[config.mk]
export PLATFORM = sky130hd
export DESIGN_NAME = brev_load_unit
export DESIGN_NICKNAME = d
export VERILOG_FILES = /design/src/rtl/brl_pkg.sv /design/src/rtl/brl_decode.sv /design/src/rtl/brl_agen.sv /design/src/rtl/brl_byteswap.sv /design/src/rtl/brev_load_unit.sv
export SDC_FILE = /design/constraint.sdc
export NUM_CORES = 1
export LEC_CHECK = 0
export ABC_CLOCK_PERIOD_IN_PS = 8500
export BUFFER_PORTS_ARGS = -buffer_cell sky130_fd_sc_hd__buf_4
export CAP_MARGIN = 0
export CELL_PAD_IN_SITES_DETAIL_PLACEMENT = 1
export CELL_PAD_IN_SITES_GLOBAL_PLACEMENT = 2
export CORE_UTILIZATION = 31
export CTS_CLUSTER_DIAMETER = 120
export DETAILED_ROUTE_END_ITERATION = 10
export GPL_TIMING_DRIVEN = 1
export PLACE_DENSITY_LB_ADDON = 0.25
export SETUP_SLACK_MARGIN = 0.3
export SLEW_MARGIN = 20
export SYNTH_ARGS = -nofsm -noshare
export SYNTH_HDL_FRONTEND = slang
export SYNTH_HIERARCHICAL = 1
export SYNTH_SLANG_ARGS = --single-unit
export TNS_END_PERCENT = 10
[constraint.sdc]
create_clock -name clk -period 8.5 [get_ports clk]
set_input_delay 0 -clock clk [delete_from_list [all_inputs] [get_ports clk]]
set_output_delay 0 -clock clk [all_outputs]
set_load 0.01 [all_outputs]
[src/rtl/brl_pkg.sv]
package brl_pkg;

  // Register index width of the architecture (32 general registers).
  localparam int BRL_IDX_W = 5;

  // Opcode pair of the byte-reversed indexed word load.
  localparam logic [5:0] BRL_PRIMARY  = 6'd31;
  localparam logic [9:0] BRL_EXTENDED = 10'd534;

  typedef enum logic [1:0] {
    BRL_IDLE   = 2'd0,
    BRL_ISSUE  = 2'd1,
    BRL_WAIT   = 2'd2,
    BRL_RETIRE = 2'd3
  } brl_state_e;

  typedef struct packed {
    logic                 legal;
    logic                 base_zero;
    logic [BRL_IDX_W-1:0] dst;
    logic [BRL_IDX_W-1:0] src_a;
    logic [BRL_IDX_W-1:0] src_b;
  } brl_fields_t;

endpackage

[src/rtl/brl_decode.sv]
module brl_decode
  import brl_pkg::*;
#(
  parameter int INSTR_W = 32
) (
  input  logic [INSTR_W-1:0] instr,
  output brl_fields_t        fields
);
  localparam int PO_W   = 6;
  localparam int XO_W   = 10;
  localparam int PO_LSB = INSTR_W - PO_W;
  localparam int RT_LSB = PO_LSB - BRL_IDX_W;
  localparam int RA_LSB = RT_LSB - BRL_IDX_W;
  localparam int RB_LSB = RA_LSB - BRL_IDX_W;
  localparam int XO_LSB = 1;

  logic [PO_W-1:0] primary;
  logic [XO_W-1:0] extended;
  logic            unused_rc;

  assign primary   = instr[PO_LSB +: PO_W];
  assign extended  = instr[XO_LSB +: XO_W];
  assign unused_rc = instr[0];

  always_comb begin
    fields.legal     = (primary == BRL_PRIMARY) && (extended == BRL_EXTENDED);
    fields.dst       = instr[RT_LSB +: BRL_IDX_W];
    fields.src_a     = instr[RA_LSB +: BRL_IDX_W];
    fields.src_b     = instr[RB_LSB +: BRL_IDX_W];
    fields.base_zero = (instr[RA_LSB +: BRL_IDX_W] == '0);
  end
endmodule

[src/rtl/brl_agen.sv]
module brl_agen #(
  parameter int XLEN       = 64,
  parameter int AW         = 32,
  parameter int WORD_BYTES = 4
) (
  input  logic [XLEN-1:0] base_val,
  input  logic [XLEN-1:0] index_val,
  input  logic            base_is_zero,
  output logic [AW-1:0]   addr,
  output logic            misaligned
);
  localparam int OFS_W = $clog2(WORD_BYTES);

  logic [XLEN-1:0] base_eff;
  logic [XLEN-1:0] sum;
  logic            unused_hi;

  assign base_eff   = base_is_zero ? '0 : base_val;
  assign sum        = base_eff + index_val;
  assign addr       = sum[AW-1:0];
  assign misaligned = |sum[OFS_W-1:0];
  assign unused_hi  = ^sum[XLEN-1:AW];
endmodule

[src/rtl/brl_byteswap.sv]
module brl_byteswap #(
  parameter int WORD_BYTES = 4,
  parameter int XLEN       = 64
) (
  input  logic [8*WORD_BYTES-1:0] word_in,
  output logic [XLEN-1:0]         value_out
);
  localparam int DW = 8 * WORD_BYTES;

  logic [DW-1:0] swapped;

  for (genvar g = 0; g < WORD_BYTES; g++) begin : g_lane
    assign swapped[8*g +: 8] = word_in[8*(WORD_BYTES-1-g) +: 8];
  end

  assign value_out = {{(XLEN-DW){1'b0}}, swapped};
endmodule

[src/rtl/brev_load_unit.sv]
module brev_load_unit
  import brl_pkg::*;
#(
  parameter int XLEN       = 64,
  parameter int AW         = 32,
  parameter int INSTR_W    = 32,
  parameter int WORD_BYTES = 4,
  parameter int PC_STEP    = 4
) (
  input  logic                 clk,
  input  logic                 rst_n,
  input  logic                 instr_valid,
  input  logic [INSTR_W-1:0]   instr_word,
  input  logic [XLEN-1:0]      instr_pc,
  output logic                 instr_ready,
  output logic [BRL_IDX_W-1:0] rf_rd_a_idx,
  input  logic [XLEN-1:0]      rf_rd_a_data,
  output logic [BRL_IDX_W-1:0] rf_rd_b_idx,
  input  logic [XLEN-1:0]      rf_rd_b_data,
  output logic                 mem_req_valid,
  output logic [AW-1:0]        mem_req_addr,
  output logic                 mem_req_misaligned,
  input  logic                 mem_req_ready,
  input  logic                 mem_rsp_valid,
  input  logic [8*WORD_BYTES-1:0] mem_rsp_data,
  output logic                 wb_valid,
  output logic [BRL_IDX_W-1:0] wb_idx,
  output logic [XLEN-1:0]      wb_data,
  output logic [XLEN-1:0]      wb_next_pc,
  output logic                 illegal_instr
);
  brl_state_e  state_q, state_d;
  brl_fields_t dec;
  logic [AW-1:0]   ea;
  logic            ea_misaligned;
  logic [XLEN-1:0] swapped_val;

  logic                 accept;
  logic                 capture_en;
  logic                 rsp_take;
  logic                 illegal_d, illegal_q;
  logic [AW-1:0]        addr_q;
  logic                 misal_q;
  logic [BRL_IDX_W-1:0] dst_q;
  logic [XLEN-1:0]      npc_q;
  logic [XLEN-1:0]      data_q;

  brl_decode #(.INSTR_W(INSTR_W)) i_decode (
    .instr  (instr_word),
    .fields (dec)
  );

  assign rf_rd_a_idx = dec.src_a;
  assign rf_rd_b_idx = dec.src_b;

  brl_agen #(.XLEN(XLEN), .AW(AW), .WORD_BYTES(WORD_BYTES)) i_agen (
    .base_val     (rf_rd_a_data),
    .index_val    (rf_rd_b_data),
    .base_is_zero (dec.base_zero),
    .addr         (ea),
    .misaligned   (ea_misaligned)
  );

  brl_byteswap #(.WORD_BYTES(WORD_BYTES), .XLEN(XLEN)) i_swap (
    .word_in   (mem_rsp_data),
    .value_out (swapped_val)
  );

  // Handshake qualifiers.
  assign accept     = instr_valid && (state_q == BRL_IDLE);
  assign capture_en = accept && dec.legal;
  assign rsp_take   = (state_q == BRL_WAIT) && mem_rsp_valid;
  assign illegal_d  = accept && !dec.legal;

  // Next-state logic.
  always_comb begin
    state_d = state_q;
    unique case (state_q)
      BRL_IDLE:   if (capture_en)    state_d = BRL_ISSUE;
      BRL_ISSUE:  if (mem_req_ready) state_d = BRL_WAIT;
      BRL_WAIT:   if (mem_rsp_valid) state_d = BRL_RETIRE;
      BRL_RETIRE:                    state_d = BRL_IDLE;
      default:                       state_d = BRL_IDLE;
    endcase
  end

  // Control registers with reset.
  always_ff @(posedge clk or negedge rst_n) begin
    if (!rst_n) begin
      state_q   <= BRL_IDLE;
      illegal_q <= 1'b0;
    end else begin
      state_q   <= state_d;
      illegal_q <= illegal_d;
    end
  end

  // Datapath registers, loaded under explicit enables.
  always_ff @(posedge clk) begin
    if (capture_en) begin
      addr_q  <= ea;
      misal_q <= ea_misaligned;
      dst_q   <= dec.dst;
      npc_q   <= instr_pc + XLEN'(PC_STEP);
    end
    if (rsp_take) begin
      data_q <= swapped_val;
    end
  end

  assign instr_ready        = (state_q == BRL_IDLE);
  assign mem_req_valid      = (state_q == BRL_ISSUE);
  assign mem_req_addr       = addr_q;
  assign mem_req_misaligned = (state_q == BRL_ISSUE) && misal_q;
  assign wb_valid           = (state_q == BRL_RETIRE);
  assign wb_idx             = dst_q;
  assign wb_data            = data_q;
  assign wb_next_pc         = npc_q;
  assign illegal_instr      = illegal_q;
endmodule

==> impl_metrics.json <==
{
  "gp_routability_congestion": 0.841,
  "post_dp_cell_area_um2": 12000,
  "fp.dieW_um": 175,
  "first_global_vias": 7998,
  "drtPass1Iterations": 4,
  "die-area_um2": 30500,
  "synthDistinctLibCells": 69,
  "mostFrequentLayoutCell": "buf_4",
  "netSwitchingFraction_pct": 29.3,
  "power.share.combinational_pct": 22.5,
  "async_reset_ff_share_pct": 1.78,
  "cp_cell_sequence": "buf_4 > or4_1 > nor2_2 > buf_4 > nor2b_1 > ha_1 > fa_1 > a211o_1 > a21oi_2 > o21ai_2 > a211oi_2 > o31ai_1 > a221oi_2 > xnor2_1",
  "synth.mux.area_fraction_pct": 0,
  "timing.max_cap.violations": 0,
  "ys_seq_elements": 169,
  "synth-seq-area-share_pct": 54.8,
  "dr_total_vias": 7592,
  "slowest_stage": "or4_1",
  "coreArea_um2": 29000,
  "critical_path_peak_fanout": 32,
  "detailedPlacementHpwl_um": 22300,
  "worstSetupEndpointType": "flop",
  "ys.flop_type": "edfxtp_1",
  "initialDrtViolationCount": 386,
  "num_antenna_cells": 0,
  "placementRows": 62,
  "fin_skew_ns": 0.0131,
  "critPathArrivalTime_ns": 3.50,
  "run_status": "finished clean",
  "insertion_delay_ns": 0.44,
  "average_cell_area_after_synthesis_um2": 12.0,
  "post_synth_xor_area_fraction_pct": 8.45,
  "clk_pin_slew_ns": 0.07,
  "internal-power_mw": 1.64,
  "synthesis.yosys.warnings": 6,
  "num_io_pins": 441,
  "timing.max_slew.rel_slack_pct": 31.4,
  "worstSetupPathType": "input port to flop",
  "cts.sinks": 169,
  "switchingPower_uw": 680,
  "reg_power_share_pct": 43.3,
  "clock.fmax_mhz": 302,
  "synthesis.area_um2": 9230,
  "routed_wirelength_um": 30500,
  "crit_path_frequent_cell": "buf_4",
  "synthCells": 770,
  "finalCriticalPeriod_ns": 3.31,
  "post_cts_buffers": 0,
  "final_number_of_hold_violating_endpoints": 0,
  "cp_data_required_time_ns": 8.69,
  "grt_use_total_pct": 20.0,
  "pins_over_their_slew_limit": 0,
  "tightestPinTransition_ns": 1.03,
  "syn_to_layout_area_delta_pct": 48.9,
  "post_route_cells_drive_above_1_share_pct": 35.2,
  "die_height_um": 175,
  "cp_num_buf_inv": 2,
  "globalRoute.totalOverflow": 0,
  "mostFrequentLayoutCells": "buf_4, edfxtp_1, dlygate4sd3_1, nor2_1, nand2_1",
  "worstSetupStartpointType": "input port",
  "post_synthesis_compound_gate_area_fraction_pct": 8.10,
  "drc": 0,
  "post-route-cell-area_um2": 13700,
  "grt_start_max_net_pins": 64,
  "routed_wire_length_per_instance_um": 18.9,
  "initial_core_util_pct": 31.8,
  "cts_made_buffers": 17,
  "report.final.setup_viol": 0,
  "route.detailed.vias_per_inst": 4.70,
  "cts_tree": "yes",
  "timing.critical_path.max_delay_family": "compound AO/OA/AOI/OAI gates",
  "finalCritPeriodShare_pct": 38.9,
  "initial_antenna_violation_count": 0,
  "cts-root-buf": "clkbuf_16",
  "port_buffers": 365,
  "share_clk_of_total_power_pct": 34.2,
  "synth_adder_area_share_pct": 5.23,
  "power.density_nw_per_um2": 169,
  "leakage_nw": 5.61,
  "cts_max_path_buffers": 2,
  "design.final.nets": 1516,
  "synth_top_family_by_area": "simple AND/OR/NAND/NOR gates",
  "ctsHtreeMaxLevel": 4,
  "timing.critical_path.slowest_cell_delay_ns": 0.52,
  "grt_pass1_wl_um": 46100,
  "total_negative_slack_ns": 0,
  "postRouteAntennaNets": 0,
  "synthSimpleGateAreaFrac_pct": 15.8,
  "ir_drop_mv": 0.133,
  "worstHoldPathType": "input port to primary output",
  "synth-edff-count": 166,
  "rsz0062_at_grt": "false"
}
==> path summary, 6_finish.rpt <==
check,start,end,slack (ns),cells after the start
setup reg to reg,state_q[0],wb_next_pc[4],5.75,4
hold / removal,instr_word[15],rf_rd_b_idx[4],0.000004,0
hold reg to reg,state_q[0],state_q[0],0.59,1
min in group asynchronous,rst_n,illegal_instr,0.45,3
setup / recovery,instr_word[16],mem_req_addr[28],5.19,14
max in group asynchronous,rst_n,state_q[1],7.90,3
==> synth_stat cells, types with 2 or more instances <==
cell type  instances  area [um^2]
nor3_1            21          105
dfrtp_1            3         75.1
a21oi_1           31          155
o21bai_1           3         22.5
nand2b_1           4         25.0
nand4bb_1          3         33.8
o21ai_2            2         17.5
nand4_2            3         37.5
a21oi_2            2         17.5
and4_1             5         43.8
a31o_1             2         17.5
inv_1             17         63.8
nor2b_1           36          225
a211oi_1           4         30.0
a21o_1            12         90.1
xnor2_1           42          368
a211o_1            2         17.5
o211ai_1           4         30.0
ha_1              37          463
and3_1             4         25.0
or2_2              2         12.5
buf_2              3         15.0
buf_4             79          593
nor2_2             2         12.5
edfxtp_1         166         4980
nor3_2             3         30.0
nand3_1           34          170
nand2_1           49          184
nor4_1            10         62.6
o31ai_1            3         22.5
o21a_1             5         37.5
a31oi_1            4         25.0
nor2_1            51          191
and2_1             3         18.8
o21ai_1            4         20.0
or4_1              2         15.0
a221o_1            2         20.0
o21ai_0           14         70.1
xor2_1            47          412
clkbuf_1           6         22.5
nor3b_1            2         15.0
nand4_1           15         93.8
==> kinds of logic after synthesis <==
family | after synthesis
compound gates | 106
buf+inv | 105
simple gates | 262
fa+ha+maj | 38
other cells | 1
xor+xnor | 89
flops | 169
==> worst reg2reg max path, stage by stage (launching register included) <==
cell     delay, ns
dfrtp_1       0.42
inv_1         0.13
ha_1          0.27
and3_4        0.86
buf_4         0.70
==> power by group through the flow <==
stage / Clock [mW] / Sequential (mW) / Combinational [mW]
after floorplan: 0 / 1.05 / 0.245
after global placement: 0 / 1.02 / 0.468
after detailed placement: 0 / 1.02 / 0.475
after CTS: 0.815 / 1.00 / 0.524
after global routing: 0.841 / 1.01 / 0.571
final: 0.795 / 1.00 / 0.522
==> state kept, by name, indices dropped and copies added (netlist names) <==
register	cells
wb_next_pc	64
wb_idx	5
mem_req_addr	32
misal_q	1
wb_data	64
illegal_instr	1
state_q	2
==> metal layers <==
| layer | part of all wire, % | global-route usage, % | routed length, um |
|---|---|---|---|
| met4 | 2.7 | 7.61 | 837 |
| met3 | 6.0 | 4.97 | 1840 |
| met5 | 0 | 0 | 0 |
| met1 | 39 | 22.6 | 11900 |
| met2 | 52 | 35.9 | 15900 |
==> cell type report <==
class                           instances  area, um^2
Multi-Input combinational cell        527        3600
Inverter                               17        63.8
Fill cell                            3182       15300
Sequential cell                       169        5060
Clock inverter                         15         176
Tap cell                              384         480
Timing Repair Buffer                  485        3930
Clock buffer                           17         425
==> metrics by stage <==
stage	worst slack, ns	instances	power, mW	utilization [%]	hold slack (ns)
floorplan	4.40	801	1.29	-	-0.296
global placement	4.61	1465	1.49	41.2	-0.206
detailed placement	4.62	1465	1.50	41.2	-0.205
CTS	5.09	1614	2.34	47.3	0.0000686
global route	4.99	1614	2.42	47.3	0.0000191
finish	5.19	1614	2.32	47.3	0.00000444
==> what timing repair did <==
action,4_1_cts,5_1_grt
gates resized for setup,0,0
hold endpoints to repair,110,0
setup endpoints to repair,0,0
hold buffers,117,0
Power figures use the tool's default switching activity.
